File: src/rtl/eprom_prog_pkg.sv
package eprom_prog_pkg;
   localparam int CB_LAT  = 0;
   localparam int CB_PGM  = 1;
   localparam int CB_CAP  = 2;
   localparam int CB_BUSY = 3;
   localparam int CB_DONE = 4;
   localparam int CB_AOK  = 5;
   localparam int CB_NUM  = 6;

   function automatic logic in_window(input logic [31:0] a,
                                      input logic [31:0] lo,
                                      input logic [31:0] hi);
      return (a >= lo) && (a <= hi);
   endfunction
endpackage

File: src/rtl/prog_ctrl_reg.sv
module prog_ctrl_reg #(
   parameter int ADDR_W = 8,
   parameter int DATA_W = 8,
   parameter logic [ADDR_W-1:0] CTRL_ADDR = '0
) (
   input  logic              clk,
   input  logic              rst_n,
   input  logic [ADDR_W-1:0] bus_addr,
   input  logic [DATA_W-1:0] bus_wdata,
   input  logic              bus_we,
   input  logic              hv_ok,
   input  logic              captured,
   output logic              lat,
   output logic              pgm,
   output logic              pgm_start,
   output logic              lat_clr
);
   import eprom_prog_pkg::*;

   logic ctrl_wr;
   logic want_lat;
   logic want_pgm;

   assign ctrl_wr  = bus_we && (bus_addr == CTRL_ADDR);
   assign want_lat = bus_wdata[CB_LAT];
   assign want_pgm = bus_wdata[CB_PGM];

   // arming looks at the latch bit as it stood before this write
   assign pgm_start = ctrl_wr && want_lat && want_pgm && lat && !pgm
                      && captured && hv_ok;
   assign lat_clr   = ctrl_wr && !want_lat;

   always_ff @(posedge clk or negedge rst_n) begin
      if (!rst_n) begin
         lat <= 1'b0;
         pgm <= 1'b0;
      end else if (ctrl_wr) begin
         if (!want_lat) begin
            lat <= 1'b0;
            pgm <= 1'b0;
         end else if (!lat) begin
            lat <= 1'b1;
            pgm <= 1'b0;
         end else if (!want_pgm) begin
            pgm <= 1'b0;
         end else if (pgm_start) begin
            pgm <= 1'b1;
         end
      end
   end
endmodule

File: src/rtl/prog_capture.sv
module prog_capture #(
   parameter int ADDR_W = 8,
   parameter int DATA_W = 8,
   parameter logic [ADDR_W-1:0] CTRL_ADDR = '0,
   parameter bit RANGE_CHECK = 1'b1,
   parameter logic [ADDR_W-1:0] VALID_LO = '0,
   parameter logic [ADDR_W-1:0] VALID_HI = '1
) (
   input  logic              clk,
   input  logic              rst_n,
   input  logic [ADDR_W-1:0] bus_addr,
   input  logic [DATA_W-1:0] bus_wdata,
   input  logic              bus_we,
   input  logic              lat,
   input  logic              lat_clr,
   output logic              captured,
   output logic [ADDR_W-1:0] cap_addr,
   output logic [DATA_W-1:0] cap_data,
   output logic              addr_ok
);
   import eprom_prog_pkg::*;

   logic data_wr;
   logic win_hit;

   assign data_wr = bus_we && (bus_addr != CTRL_ADDR);

   always_ff @(posedge clk or negedge rst_n) begin
      if (!rst_n) begin
         captured <= 1'b0;
         cap_addr <= '0;
         cap_data <= '0;
      end else if (!lat || lat_clr) begin
         captured <= 1'b0;
         cap_addr <= '0;
         cap_data <= '0;
      end else if (data_wr && !captured) begin
         captured <= 1'b1;
         cap_addr <= bus_addr;
         cap_data <= bus_wdata;
      end
   end

   generate
      if (RANGE_CHECK) begin : g_window
         assign win_hit = in_window(32'(cap_addr), 32'(VALID_LO), 32'(VALID_HI));
      end else begin : g_any
         assign win_hit = 1'b1;
      end
   endgenerate

   assign addr_ok = captured && win_hit;
endmodule

File: src/rtl/prog_pulse_timer.sv
module prog_pulse_timer #(
   parameter int PULSE_CYCLES = 12
) (
   input  logic clk,
   input  logic rst_n,
   input  logic start,
   input  logic pgm,
   output logic active,
   output logic done
);
   localparam int CNT_W = $clog2(PULSE_CYCLES + 1);
   localparam logic [CNT_W-1:0] LOAD = CNT_W'(PULSE_CYCLES);

   logic [CNT_W-1:0] cnt;

   always_ff @(posedge clk or negedge rst_n) begin
      if (!rst_n)            cnt <= '0;
      else if (start)        cnt <= LOAD;
      else if (!pgm)         cnt <= '0;
      else if (cnt != '0)    cnt <= cnt - 1'b1;
   end

   assign active = pgm && (cnt != '0);
   assign done   = pgm && (cnt == '0);
endmodule

File: src/rtl/eprom_prog_seq.sv
module eprom_prog_seq #(
   parameter int ADDR_W = 8,
   parameter int DATA_W = 8,
   parameter int PULSE_CYCLES = 12,
   parameter logic [ADDR_W-1:0] CTRL_ADDR = 8'h08,
   parameter bit RANGE_CHECK = 1'b1,
   parameter logic [ADDR_W-1:0] VALID_LO = 8'h40,
   parameter logic [ADDR_W-1:0] VALID_HI = 8'h7F
) (
   input  logic              clk,
   input  logic              rst_n,
   input  logic [ADDR_W-1:0] bus_addr,
   input  logic [DATA_W-1:0] bus_wdata,
   input  logic              bus_we,
   input  logic              hv_ok,
   output logic [ADDR_W-1:0] lat_addr,
   output logic [DATA_W-1:0] lat_data,
   output logic              vpp_en,
   output logic [DATA_W-1:0] ctrl_rdata
);
   import eprom_prog_pkg::*;

   initial begin
      assert (DATA_W >= CB_NUM) else $fatal(1, "DATA_W too narrow for status bits");
      assert (PULSE_CYCLES >= 1) else $fatal(1, "PULSE_CYCLES must be positive");
      assert (ADDR_W >= 1) else $fatal(1, "ADDR_W must be positive");
      assert (VALID_LO <= VALID_HI) else $fatal(1, "empty valid window");
   end

   logic lat, pgm, pgm_start, lat_clr;
   logic captured, addr_ok;
   logic t_active, t_done;

   prog_ctrl_reg #(.ADDR_W(ADDR_W), .DATA_W(DATA_W), .CTRL_ADDR(CTRL_ADDR)) u_ctrl (
      .clk(clk), .rst_n(rst_n), .bus_addr(bus_addr), .bus_wdata(bus_wdata),
      .bus_we(bus_we), .hv_ok(hv_ok), .captured(captured),
      .lat(lat), .pgm(pgm), .pgm_start(pgm_start), .lat_clr(lat_clr)
   );

   prog_capture #(.ADDR_W(ADDR_W), .DATA_W(DATA_W), .CTRL_ADDR(CTRL_ADDR),
                  .RANGE_CHECK(RANGE_CHECK), .VALID_LO(VALID_LO),
                  .VALID_HI(VALID_HI)) u_cap (
      .clk(clk), .rst_n(rst_n), .bus_addr(bus_addr), .bus_wdata(bus_wdata),
      .bus_we(bus_we), .lat(lat), .lat_clr(lat_clr), .captured(captured),
      .cap_addr(lat_addr), .cap_data(lat_data), .addr_ok(addr_ok)
   );

   prog_pulse_timer #(.PULSE_CYCLES(PULSE_CYCLES)) u_tmr (
      .clk(clk), .rst_n(rst_n), .start(pgm_start), .pgm(pgm),
      .active(t_active), .done(t_done)
   );

   assign vpp_en = t_active && addr_ok;

   always_comb begin
      ctrl_rdata          = '0;
      ctrl_rdata[CB_LAT]  = lat;
      ctrl_rdata[CB_PGM]  = pgm;
      ctrl_rdata[CB_CAP]  = captured;
      ctrl_rdata[CB_BUSY] = t_active;
      ctrl_rdata[CB_DONE] = t_done;
      ctrl_rdata[CB_AOK]  = addr_ok;
   end
endmodule

File: config.mk
export PLATFORM = sky130hd
export DESIGN_NAME = eprom_prog_seq
export DESIGN_NICKNAME = d
export VERILOG_FILES = /design/src/rtl/eprom_prog_pkg.sv /design/src/rtl/prog_ctrl_reg.sv /design/src/rtl/prog_capture.sv /design/src/rtl/prog_pulse_timer.sv /design/src/rtl/eprom_prog_seq.sv
export SDC_FILE = /design/constraint.sdc
export NUM_CORES = 1
export LEC_CHECK = 0
export ABC_CLOCK_PERIOD_IN_PS = 2100
export BUFFER_PORTS_ARGS = -buffer_cell sky130_fd_sc_hd__clkbuf_2
export CAP_MARGIN = 10
export CORE_UTILIZATION = 48
export DETAILED_ROUTE_END_ITERATION = 8
export PLACE_DENSITY = 0.78
export SLEW_MARGIN = 15
export SYNTH_ARGS = -nofsm -noshare
export SYNTH_HDL_FRONTEND = slang
export SYNTH_HIERARCHICAL = 1
export SYNTH_SLANG_ARGS = --single-unit
File: constraint.sdc
create_clock -name clk -period 2.1 [get_ports clk]
set_input_delay 0 -clock clk [delete_from_list [all_inputs] [get_ports clk]]
set_output_delay 0 -clock clk [all_outputs]
set_load 0.01 [all_outputs]
==> run_results.csv <==
group,metric,value,unit
sta,hold_violations,0,
die,die_x,51.66,µm
worst_setup_path,critPathCaptureType,"output port",
yosys,synth.most_common_cell,"dfrtp_1",
sta,tightest_slew,0.7014,ns
worst_setup_path,crit_arrival,1.85,ns
detailed_routing,vias,975,
yosys,ys_types,35,
power,ir_worst_vdd,0.5629,mV
detailed_routing,drt_iter0_markers,17,
yosys,syn_area_per_cell,12.33,µm²
detailed_routing,dr.pass1.iters,4,
clock_tree,worst_skew_pair.late_latency,0.31,ns
clock_tree,ctsResizeCount,0,
finish,area_growth,30.23,%
status,status,"finished clean",
sta,fmax,541.0,MHz
yosys,synthCells,96,
grt,grt_pass1_vias,904,
yosys,yosys-top-cells-area,"dfrtp_1, a32o_1, buf_4",
detailed_routing,vias_per_cell,5.571,
min_path,hold_start,"bus_we",
worst_setup_path,critical_path.startpoint,"u_tmr/cnt[0]",
detailed_routing,routedWlPerCell,15.63,µm
worst_setup_path,rr_worst_depth,4,
clock_tree,clock_tree.root_cell,"clkbuf_4",
sta,timing.final.crit_share,0.8801,
yosys,ys_ff_latch,23,
sta,slew_headroom,0.5303,
yosys,synth_edf_count,0,
grt,grt_max_degree,24,
grt,grt-ovfl-total,0,
sta,fin_crit,1.848,ns
yosys,postSynth.asyncResetShare,1.000,
clock_tree,cts_made_buffers,3,
sta,skew,0.01203,ns
sta,finalMaxSlewViolations,0,
worst_setup_path,cp.required,2.10,ns
sta,rsz0062_at_grt,"no",
min_path,min_path_type,"primary input to flip-flop",
clock_tree,clockBufferDepth,2,
placement,portBuffers,42,
yosys,seq_area_frac_synth,0.4863,
die,core_area,0.002276,mm²
power,pwr_density_cell,677.1,mW/mm²
detailed_routing,drcViolationCount,0,
yosys,synthTopCellsByCount,"dfrtp_1, a32o_1, buf_4",
worst_setup_path,start_kind,"flip-flop",
die,die_area,0.002668,mm²
worst_setup_path,critPathKind,"flip-flop to output port",
grt,grt_use_total,0.2337,
detailed_routing,routed_wl,2736,µm
flow_run,max_cap_violations,0,
min_path,holdPathStages,3,
die,ios,45,
detailed_routing,ant_nets,0,
finish,drive_gt1_frac,0.4082,
yosys,synth_top_area_share,0.4863,
yosys,synth_area,0.001184,mm²
yosys,synth_top_area_cell,"dfrtp_1",
clock_tree,tritoncts,"done",
yosys,yosys_warnings,6,
sta,setup_violations,0,
die,die_y,51.66,µm
power,p_leak,0.7741,nW
worst_setup_path,r2r-start,"u_tmr/cnt[0]",
yosys,synth_ff_type,"dfrtp_1",
worst_setup_path,reg2reg_setup_slack,0.55,ns
placement,gp_congestion,0.8164,
clock_tree,cts_sinks,23,
grt,grt_pass1_wl,4409,µm
sta,timing.hold.ws,0.03566,ns
grt,antenna_found_initial,0,
die,num_rows,17,
clock_tree,h-tree-depth,1,
placement,dp_hpwl,1807,µm
die,initial_core_util,0.5201,
worst_setup_path,path_max_fanout,5,
finish,nets,170,
finish,antenna_cells,0,
sta,tns,0,ns
clock_tree,clk_transition_reported_paths,0.13,ns
-- what timing repair did --
action / CTS / global route
hold endpoints to repair: 40 / 0
hold buffers: 17 / 0
setup buffers: 0 / 0
-- state kept, by name, summed over array words and instances, names as in the netlist --
name	cells
u_cap/cap_addr	8
u_cap/cap_data	8
u_cap/captured	1
u_ctrl/lat	1
u_ctrl/pgm	1
u_tmr/cnt	4
-- where the power goes --
group	total (mW)	internal, mW	switching [mW]
clock	0.202	0.0710	0.131
combinational	0.311	0.159	0.152
sequential	0.531	0.492	0.0387
total	1.04	0.722	0.322
-- per-stage QoR --
| step | instances | utilization | instance area, µm² | power (mW) | setup WS [ns] |
|---|---|---|---|---|---|
| 5_1_grt | 175 | 0.6773 | 1541 | 1.118 | 0.1052 |
| 6_report | 175 | 0.6773 | 1541 | 1.044 | 0.2517 |
| 2_1_floorplan | 97 | - | 1187 | 0.7734 | 0.6129 |
| 4_1_cts | 175 | 0.6762 | 1539 | 1.054 | 0.04944 |
| 3_3_place_gp | 154 | 0.5893 | 1341 | 0.8152 | 0.3688 |
| 3_5_place_dp | 154 | 0.5893 | 1341 | 0.8252 | 0.2704 |
-- layer usage --
metal  part of all wire  wire [µm]  GRT usage  up-vias
met5                  0          0          0        -
met4              0.027         73     0.1171        0
met3              0.062        169    0.04386        6
met2               0.48       1321     0.3701       49
met1               0.43       1172     0.3049      465
li1                   -          -          -      455
-- worst max-delay path, cell delays in order, from the launching register on --
cell	delay, ns
dfrtp_1	0.42
inv_1	0.08
ha_1	0.13
or3b_1	0.44
nand2_1	0.15
inv_1	0.06
and2_1	0.15
clkbuf_2	0.12
-- kinds of logic (layout without fill, tap and decap cells) --
| logic type | count (synthesis) | count (layout) | share of synthesized area |
|---|---|---|---|
| AOI/OAI and AO/OA | 24 | 24 | 0.2019 |
| adders and majority gates | 2 | 2 | 0.02114 |
| other | 1 | 2 | 0.003168 |
| muxes | 1 | 1 | 0.01268 |
| xor gates and xnor gates | 3 | 3 | 0.02220 |
| DFF | 23 | 23 | 0.4863 |
| and+or+nand+nor | 23 | 23 | 0.1533 |
| buffers and inverters | 19 | 69 | 0.09936 |
-- cells in the final DEF (no fill, tap or decap), types with 3 or more instances in the layout --
cell type	synthesis	routed
clkbuf_2	0	42
dfrtp_1	23	23
dlygate4sd3_1	0	17
a32o_1	14	14
inv_1	5	5
clkbuf_4	0	3
o21a_1	3	3
nor2_1	3	3
xnor2_1	3	3
-- final timing paths --
kind                                      to
max                                   vpp_en
min                           u_cap/captured
max reg2reg                     u_tmr/cnt[1]
min reg2reg                u_cap/cap_addr[3]
max in group asynchronous  u_cap/cap_data[0]
min in group asynchronous         u_ctrl/lat
-- area by class of cell --
class / instances / area (µm²)
inverters: 5 / 18.77
clock buffers: 3 / 22.52
repair buffers: 60 / 387.9
clock inverters: 1 / 5.005
fillers: 178 / 734.5
flip-flops and latches: 23 / 575.6
multi-input cells: 55 / 496.7
well taps: 28 / 35.03
No activity file was read; power rests on OpenSTA's default activity.
